<file path="src/rtl/bus_dec_pkg.sv">
package bus_dec_pkg;

    localparam int ADDR_W  = 24;
    localparam int NUM_RGN = 4;

    typedef enum logic [2:0] {
        RGN_NONE,
        RGN_URAM,
        RGN_ROM,
        RGN_IO,
        RGN_STK
    } region_e;

    // A window matches when (byte address & mask) == base.
    typedef struct packed {
        logic [ADDR_W-1:0] base;
        logic [ADDR_W-1:0] mask;
    } rgn_win_t;

    function automatic rgn_win_t rgn_win(input int idx);
        rgn_win_t w;
        case (idx)
            0:       begin w.base = 24'h000000; w.mask = 24'hE00000; end
            1:       begin w.base = 24'h200000; w.mask = 24'hE00000; end
            2:       begin w.base = 24'hE00000; w.mask = 24'hF00000; end
            default: begin w.base = 24'hF00000; w.mask = 24'hF00000; end
        endcase
        return w;
    endfunction

    function automatic region_e rgn_id(input int idx);
        case (idx)
            0:       return RGN_URAM;
            1:       return RGN_ROM;
            2:       return RGN_IO;
            default: return RGN_STK;
        endcase
    endfunction

endpackage

</file>
<file path="src/rtl/bus_rgn_classify.sv">
module bus_rgn_classify
    import bus_dec_pkg::*;
(
    input  logic [ADDR_W-1:1] addr,
    input  logic              as_n,
    output region_e           rgn
);
    logic [ADDR_W-1:0]  byte_addr;
    logic [NUM_RGN-1:0] hit;

    assign byte_addr = {addr, 1'b0};

    for (genvar g = 0; g < NUM_RGN; g++) begin : g_win
        localparam rgn_win_t WIN = rgn_win(g);
        assign hit[g] = !as_n && ((byte_addr & WIN.mask) == WIN.base);
    end

    always_comb begin
        rgn = RGN_NONE;
        for (int i = 0; i < NUM_RGN; i++) begin
            if (hit[i]) rgn = rgn_id(i);
        end
    end
endmodule

</file>
<file path="src/rtl/bus_reg_select.sv">
module bus_reg_select #(
    parameter int NUM_REGS = 16,
    localparam int IDX_W   = $clog2(NUM_REGS)
) (
    input  logic             win_act,
    input  logic [IDX_W-1:0] idx,
    output logic [NUM_REGS-1:0] sel_n
);
    for (genvar g = 0; g < NUM_REGS; g++) begin : g_reg
        assign sel_n[g] = !(win_act && (idx == IDX_W'(g)));
    end
endmodule

</file>
<file path="src/rtl/bus_lane_write.sv">
module bus_lane_write (
    input  logic cs_n,
    input  logic rw,
    input  logic uds_n,
    input  logic lds_n,
    output logic we_hi_n,
    output logic we_lo_n
);
    logic wr_ok;
    assign wr_ok   = !cs_n && !rw;
    assign we_hi_n = !(wr_ok && !uds_n);
    assign we_lo_n = !(wr_ok && !lds_n);
endmodule

</file>
<file path="src/rtl/bus_addr_decoder.sv">
module bus_addr_decoder
    import bus_dec_pkg::*;
#(
    parameter int NUM_IO_REGS = 16,
    localparam int IDX_W      = $clog2(NUM_IO_REGS)
) (
    input  logic [ADDR_W-1:1]      addr,
    input  logic                   as_n,
    input  logic                   rw,
    input  logic                   uds_n,
    input  logic                   lds_n,
    output logic                   uram_cs_n,
    output logic                   uram_we_hi_n,
    output logic                   uram_we_lo_n,
    output logic                   rom_cs_n,
    output logic                   rom_oe_n,
    output logic                   stk_cs_n,
    output logic                   stk_we_hi_n,
    output logic                   stk_we_lo_n,
    output logic                   io_cs_n,
    output logic [NUM_IO_REGS-1:0] ioreg_sel_n,
    output logic                   dtack_n
);
    region_e rgn;

    bus_rgn_classify u_cls (
        .addr (addr),
        .as_n (as_n),
        .rgn  (rgn)
    );

    assign uram_cs_n = (rgn != RGN_URAM);
    assign rom_cs_n  = (rgn != RGN_ROM);
    assign io_cs_n   = (rgn != RGN_IO);
    assign stk_cs_n  = (rgn != RGN_STK);

    // Read-only device: output enable tracks the select.
    assign rom_oe_n  = rom_cs_n;

    // Fast targets: acknowledge as soon as any device is selected.
    assign dtack_n   = (rgn == RGN_NONE);

    bus_reg_select #(.NUM_REGS(NUM_IO_REGS)) u_regs (
        .win_act (rgn == RGN_IO),
        .idx     (addr[IDX_W:1]),
        .sel_n   (ioreg_sel_n)
    );

    bus_lane_write u_uram_wr (
        .cs_n    (uram_cs_n),
        .rw      (rw),
        .uds_n   (uds_n),
        .lds_n   (lds_n),
        .we_hi_n (uram_we_hi_n),
        .we_lo_n (uram_we_lo_n)
    );

    bus_lane_write u_stk_wr (
        .cs_n    (stk_cs_n),
        .rw      (rw),
        .uds_n   (uds_n),
        .lds_n   (lds_n),
        .we_hi_n (stk_we_hi_n),
        .we_lo_n (stk_we_lo_n)
    );
endmodule

</file>
<file path="config.mk">
export PLATFORM = sky130hd
export DESIGN_NAME = bus_addr_decoder
export DESIGN_NICKNAME = d
export VERILOG_FILES = /design/src/rtl/bus_dec_pkg.sv /design/src/rtl/bus_rgn_classify.sv /design/src/rtl/bus_reg_select.sv /design/src/rtl/bus_lane_write.sv /design/src/rtl/bus_addr_decoder.sv
export SDC_FILE = /design/constraint.sdc
export NUM_CORES = 1
export LEC_CHECK = 0
export CORE_UTILIZATION = 23
export DETAILED_ROUTE_END_ITERATION = 10
export PLACE_DENSITY = 0.85
export SYNTH_ARGS = -nofsm -noshare
export SYNTH_HDL_FRONTEND = slang
export SYNTH_SLANG_ARGS = --single-unit
</file>
<file path="constraint.sdc">
create_clock -name vclk -period 0.8
set_input_delay 0.08 -clock vclk [all_inputs]
set_output_delay 0.08 -clock vclk [all_outputs]
set_load 0.01 [all_outputs]
</file>
# Word-level counts from Yosys, hierarchy flattened
# Cells that the tools add are included.
[word_totals]
ff_bits = 0
in_bits = 27
out_inout_bits = 26
elab_cells = 82
[op_classes]
eq_ne = 23
n_mux = 4
n_reduce_logical = 55
[ops]
columns = ["op", "count"]
rows = [
  ["== test 4 bit, second input constant", 10],
  ["logical AND 1 bit", 26],
  ["zero test 1 bit", 26],
  ["zero test 24 bit", 1],
  ["== test 4 x 3 -> 1 bit, second input constant", 4],
  ["2-to-1 mux 3 bit", 3],
  ["== test 4 x 2 -> 1 bit, second input constant", 2],
  ["inequality test 3 x 2 -> 1 bit, second input constant", 2],
  ["== test 4 x 1 -> 1 bit, second input constant", 1],
  ["zero test 4 bit", 1],
  ["== test 3 x 1 -> 1 bit, second input constant", 1],
  ["== test 3 x 2 -> 1 bit, second input constant", 1],
  ["zero test 3 bit", 1],
  ["inequality test 3 x 1 -> 1 bit, second input constant", 1],
  ["inequality test 3 bit, second input constant", 1],
  ["2-to-1 mux 1 bit", 1],
]

# Depth between registers and ports, before layout
[logic_depth]
word_depth = 11
depth_mapped = 4
ltp_nobuf = 2

# Modules after synthesis
# Synthesis repeated with hierarchy kept, for this count alone.
[hier_totals]
hier_cells = 44
area_unflattened_um2 = 261.5
[modules_own_cells]
columns = ["mod", "instances", "cells_per_inst", "area_per_inst_um2", "seq_area_each_um2"]
rows = [
  ["bus_reg_select", 1, 23, 122.6, 0.0],
  ["bus_rgn_classify", 1, 10, 57.6, 0.0],
  ["bus_addr_decoder", 1, 7, 56.3, 0.0],
  ["bus_lane_write", 2, 2, 12.5, 0.0],
]

# Least setup slack after synthesis
# Ideal clock, no wire load.
[synth_path]
kind = "input -> output"
startpoint = "input addr[21] (netlist bit)"
endpoint = "output ioreg_sel_n[0]"
t_arrival_ps = 646
required_ps = 720
slack_ps = 74
cell_stages = 3
n_path_buf = 1
cell_sequence = "buf_6 > nor3b_4 > nand3_1"
[synth_between]
elab_chain_cells = 9
word_cells_on_any_way = 15
classes_between = "eq/ne (4); mux (4); reduce/logical (7)"
[synth_lines]
columns = ["element", "line_no", "source"]
rows = [
  ["start: declaration", "bus_addr_decoder.sv:7", "input logic [ADDR_W-1:1] addr,"],
  ["zero test 24 bit", "bus_rgn_classify.sv:15", "assign hit[g] = !as_n && ((byte_addr & WIN.mask) == WIN.base);"],
  ["logical AND 1 bit", "bus_rgn_classify.sv:15", ""],
  ["2-to-1 mux 1 bit", "bus_rgn_classify.sv:21", "if (hit[i]) rgn = rgn_id(i);"],
  ["2-to-1 mux 3 bit (2 in a row)", "bus_rgn_classify.sv:21", ""],
  ["2-to-1 mux 3 bit *", "bus_rgn_classify.sv:21", ""],
  ["== test 3 x 2 -> 1 bit *", "bus_addr_decoder.sv:44", ".win_act (rgn == RGN_IO),"],
  ["logical AND 1 bit *", "bus_reg_select.sv:10", "assign sel_n[g] = !(win_act && (idx == IDX_W'(g)));"],
  ["zero test 1 bit *", "bus_reg_select.sv:10", ""],
  ["end: declaration", "bus_addr_decoder.sv:21", "output logic [NUM_IO_REGS-1:0] ioreg_sel_n,"],
]
# Every way passes the cells marked *; elsewhere a longest branch is shown, timed or not.

# Worst setup path in the final report
[layout_path]
startpoint = "input addr[21] (netlist bit)"
endpoint = "output uram_we_lo_n"
[layout_between]
elab_chain_cells = 11
word_cells_on_any_way = 17
classes_between = "eq/ne (4); mux (4); reduce/logical (9)"
[layout_lines]
columns = ["element", "line_no", "source"]
rows = [
  ["zero test 24 bit", "bus_rgn_classify.sv:15", ""],
  ["logical AND 1 bit", "bus_rgn_classify.sv:15", ""],
  ["2-to-1 mux 1 bit", "bus_rgn_classify.sv:21", ""],
  ["2-to-1 mux 3 bit (2 in a row)", "bus_rgn_classify.sv:21", ""],
  ["2-to-1 mux 3 bit *", "bus_rgn_classify.sv:21", ""],
  ["inequality test 3 x 1 -> 1 bit *", "bus_addr_decoder.sv:32", "assign uram_cs_n = (rgn != RGN_URAM);"],
  ["zero test 1 bit *", "bus_lane_write.sv:10", "assign wr_ok = !cs_n && !rw;"],
  ["logical AND 1 bit *", "bus_lane_write.sv:10", ""],
  ["logical AND 1 bit *", "bus_lane_write.sv:12", "assign we_lo_n = !(wr_ok && !lds_n);"],
  ["zero test 1 bit *", "bus_lane_write.sv:12", ""],
  ["end: declaration", "bus_addr_decoder.sv:14", "output logic uram_we_lo_n,"],
]
# Marked as above.

==> summary.md <==
| Metric | Value |
|---|---|
| Status | `finished with violations` |
| Failing checks | `negative setup slack` |
| Crit Path Max Fanout | `3` |
| Syn Std Cell Area | `322 sq um` |
| Delay of the slowest critical-path stage | `0.29 ns` |
| Initial cell density of the core | `0.247` |
| Area grow syn2layout | `215%` |
| Hpwl dp | `1070 um` |
| Vias/cell | `5.57` |
| Hold buffer count at CTS | `0` |
| RePlAce Congestion | `0.639` |
| Leakage power | `0.404 nW` |
| Sequential fraction of design power | `0` |
| Worst-path cell chain | `buf_8 -> buf_6 -> nor4_4 -> buf_4 -> nand2_1 -> buf_2` |
| Ys Warns | `0` |
| Largest net degree at the start of global routing | `9` |
| Final Cycle Share | `1.25` |
| Pwr Density | `339 nW/um^2` |
| Fin crit period | `1.00 ns` |
| Residual DRC count | `0` |
| Power Total | `0.344 mW` |
| Max transition margin | `0.803` |
| Fill count | `77` |
| Worst IR Drop VDD | `0.000170 V` |
| Max cap viols | `0` |
| Fmax | `0.996 GHz` |
| Initial DRC Count | `8` |
| Core region area | `1300 sq um` |
| Gate Count Post-Synth | `46` |
| WHS | `0.515 ns` |
| WP data arrival | `0.92 ns` |
| Nets | `128` |
| Final WL | `2280 um` |
| Placement Setup Slack | `-0.883 ns` |
| Final hold vios | `0` |
| Final Max Tran Viols | `0` |
| Number of primary I/O pins | `53` |
| Worst hold path type | `in2out` |
| Combinational Power Share | `1.000` |
| Setup TNS | `-2.43 ns` |
| DIE HEIGHT | `39.4 um` |
| Synth top area share | `0.265` |
| Antenna-violating nets left | `0` |
| Worst Path Required | `0.72 ns` |
| WHS Path Cells | `4` |
| First-pass GRT wire length | `2480 um` |
| Top Layer Used | `met4` |
| Worst setup EP type | `output pin` |
| Post-synthesis cell type with the largest combined area | `nand3_1` |
| Vias in the first global route | `498` |
| DR WL met3 | `51 um` |
| Clkbuf count | `0` |
| Final setup viols | `26` |
| Sequential cell area | `0 sq um` |
| Gr usage total | `0.238` |
| Num sequential | `0` |
| Grt total ovfl | `0` |
| Kind of cell adding the most delay to the critical path | `buffers and inverters` |
| DR vias | `635` |
| # diodes | `0` |
| Syn_area_per_cell | `6.99 sq um` |
| Synth cell types | `17` |
| Die area | `1550 sq um` |
| Net Count, Synth | `73` |
| Initial antenna violation count | `0` |
| Drt pass-1 iters | `4` |
| M1 wire length | `864 um` |
| IO buf count | `38` |
| Slowest CP cell | `nor4_4` |
| RSZ-0062 raised after global routing | `yes` |
| Die width | `39.4 um` |
| NetSw | `0.167 mW` |
| Hold endpoint | `ioreg_sel_n[5]` |
| Worst hold start | `addr[2]` |
| Total internal power | `0.177 mW` |
| WP depth | `6` |
| CP Class | `in2out` |
| Clock network power share | `0` |
| Top cells by area, synth | `nand3_1 26%, buf_6 14%, and3b_1 11%, nor3b_1 7.0%, nor4_4 6.6%` |
| Net Sw Frac | `0.487` |
| Routed WL per cell | `20.0 um` |
| Worst Tran Pin Value | `0.294 ns` |
| Critical Path Start Type | `input port` |
| Met2 wire len | `1300 um` |
| Setup slack after layout | `-0.204 ns` |
| Row count | `13` |
| Seq/Total Area, Yosys | `0` |
| Layout cell share with drive strength beyond 1 | `0.838` |
| CP Buf/Inv Count | `4` |
how the worst max path moves through the flow:
stage	start	end	slack (ns)
after floorplan	addr[21]	ioreg_sel_n[0]	0.07
after global placement	addr[23]	stk_we_hi_n	-0.85
after detailed placement	addr[21]	uram_we_lo_n	-0.88
after CTS	addr[23]	uram_we_lo_n	-0.20
after global routing	addr[21]	uram_we_lo_n	-0.22
final	addr[21]	uram_we_lo_n	-0.20
cell usage after synthesis (2+ instances only):
| library cell | n |
|---|---|
| nand4_1 | 2 |
| nor3b_1 | 3 |
| nand3_1 | 17 |
| nand2_1 | 2 |
| and3b_1 | 4 |
| nand3b_1 | 2 |
| buf_6 | 4 |
| nor2_1 | 3 |
metrics by stage:
step,util,instance area [sq um],cells
2_1_floorplan,-,322,46
3_3_place_gp,0.542,706,99
3_5_place_dp,0.542,706,99
4_1_cts,0.694,903,111
5_1_grt,0.779,1010,114
6_report,0.779,1010,114
kinds of logic (layout without fill, tap and decap cells):
logic type / after synthesis / count (layout) / share of synthesized area
AND/OR/NAND/NOR: 39 / 42 / 0.802
buffers and inverters: 6 / 56 / 0.175
AO/OA/AOI/OAI: 1 / 1 / 0.0234
tightest hold or removal path, cell delays in order:
cell     delay (ns)
buf_6          0.12
nor3b_4        0.07
nand3_2        0.07
buf_6          0.09
power groups by stage:
stage,combinational (mW),clock [mW],sequential [mW]
after floorplan,0.0880,0,0
after detailed placement,0.205,0,0
after global placement,0.198,0,0
after CTS,0.287,0,0
after global routing,0.353,0,0
final,0.344,0,0
metal layers:
layer,GRT usage,vias to the layer above
li1,-,282
met1,0.237,320
met2,0.475,27
met3,0.0284,6
met4,0.112,0
met5,0,-
cells in the final DEF, fill, tap and decap left out, types with 2 or more instances in the layout:
cell	instances
nor3b_4	3
clkbuf_2	2
nor2_2	2
dlygate4sd2_1	3
nand4_1	2
nand3_2	12
and3b_2	5
nand3b_1	2
buf_2	7
buf_4	7
buf_6	32
buf_8	4
nand3_4	4
and3b_1	3
layout make-up:
cell class | count | area [sq um] | share of cell area
inverters | 1 | 3.75 | 0.00370
multi-input cells | 43 | 447 | 0.441
well taps | 15 | 18.8 | 0.0185
repair buffers | 55 | 544 | 0.537
what timing repair did:
| action | 4_1_cts | 5_1_grt |
|---|---|---|
| resized for setup | 201 | 22 |
| endpoints found under the setup margin | 26 | 25 |
| buffers inserted | 9 | 3 |
| pin swaps | 9 | 10 |
| cloned | 3 | 0 |
Power figures use the tool's default switching activity.
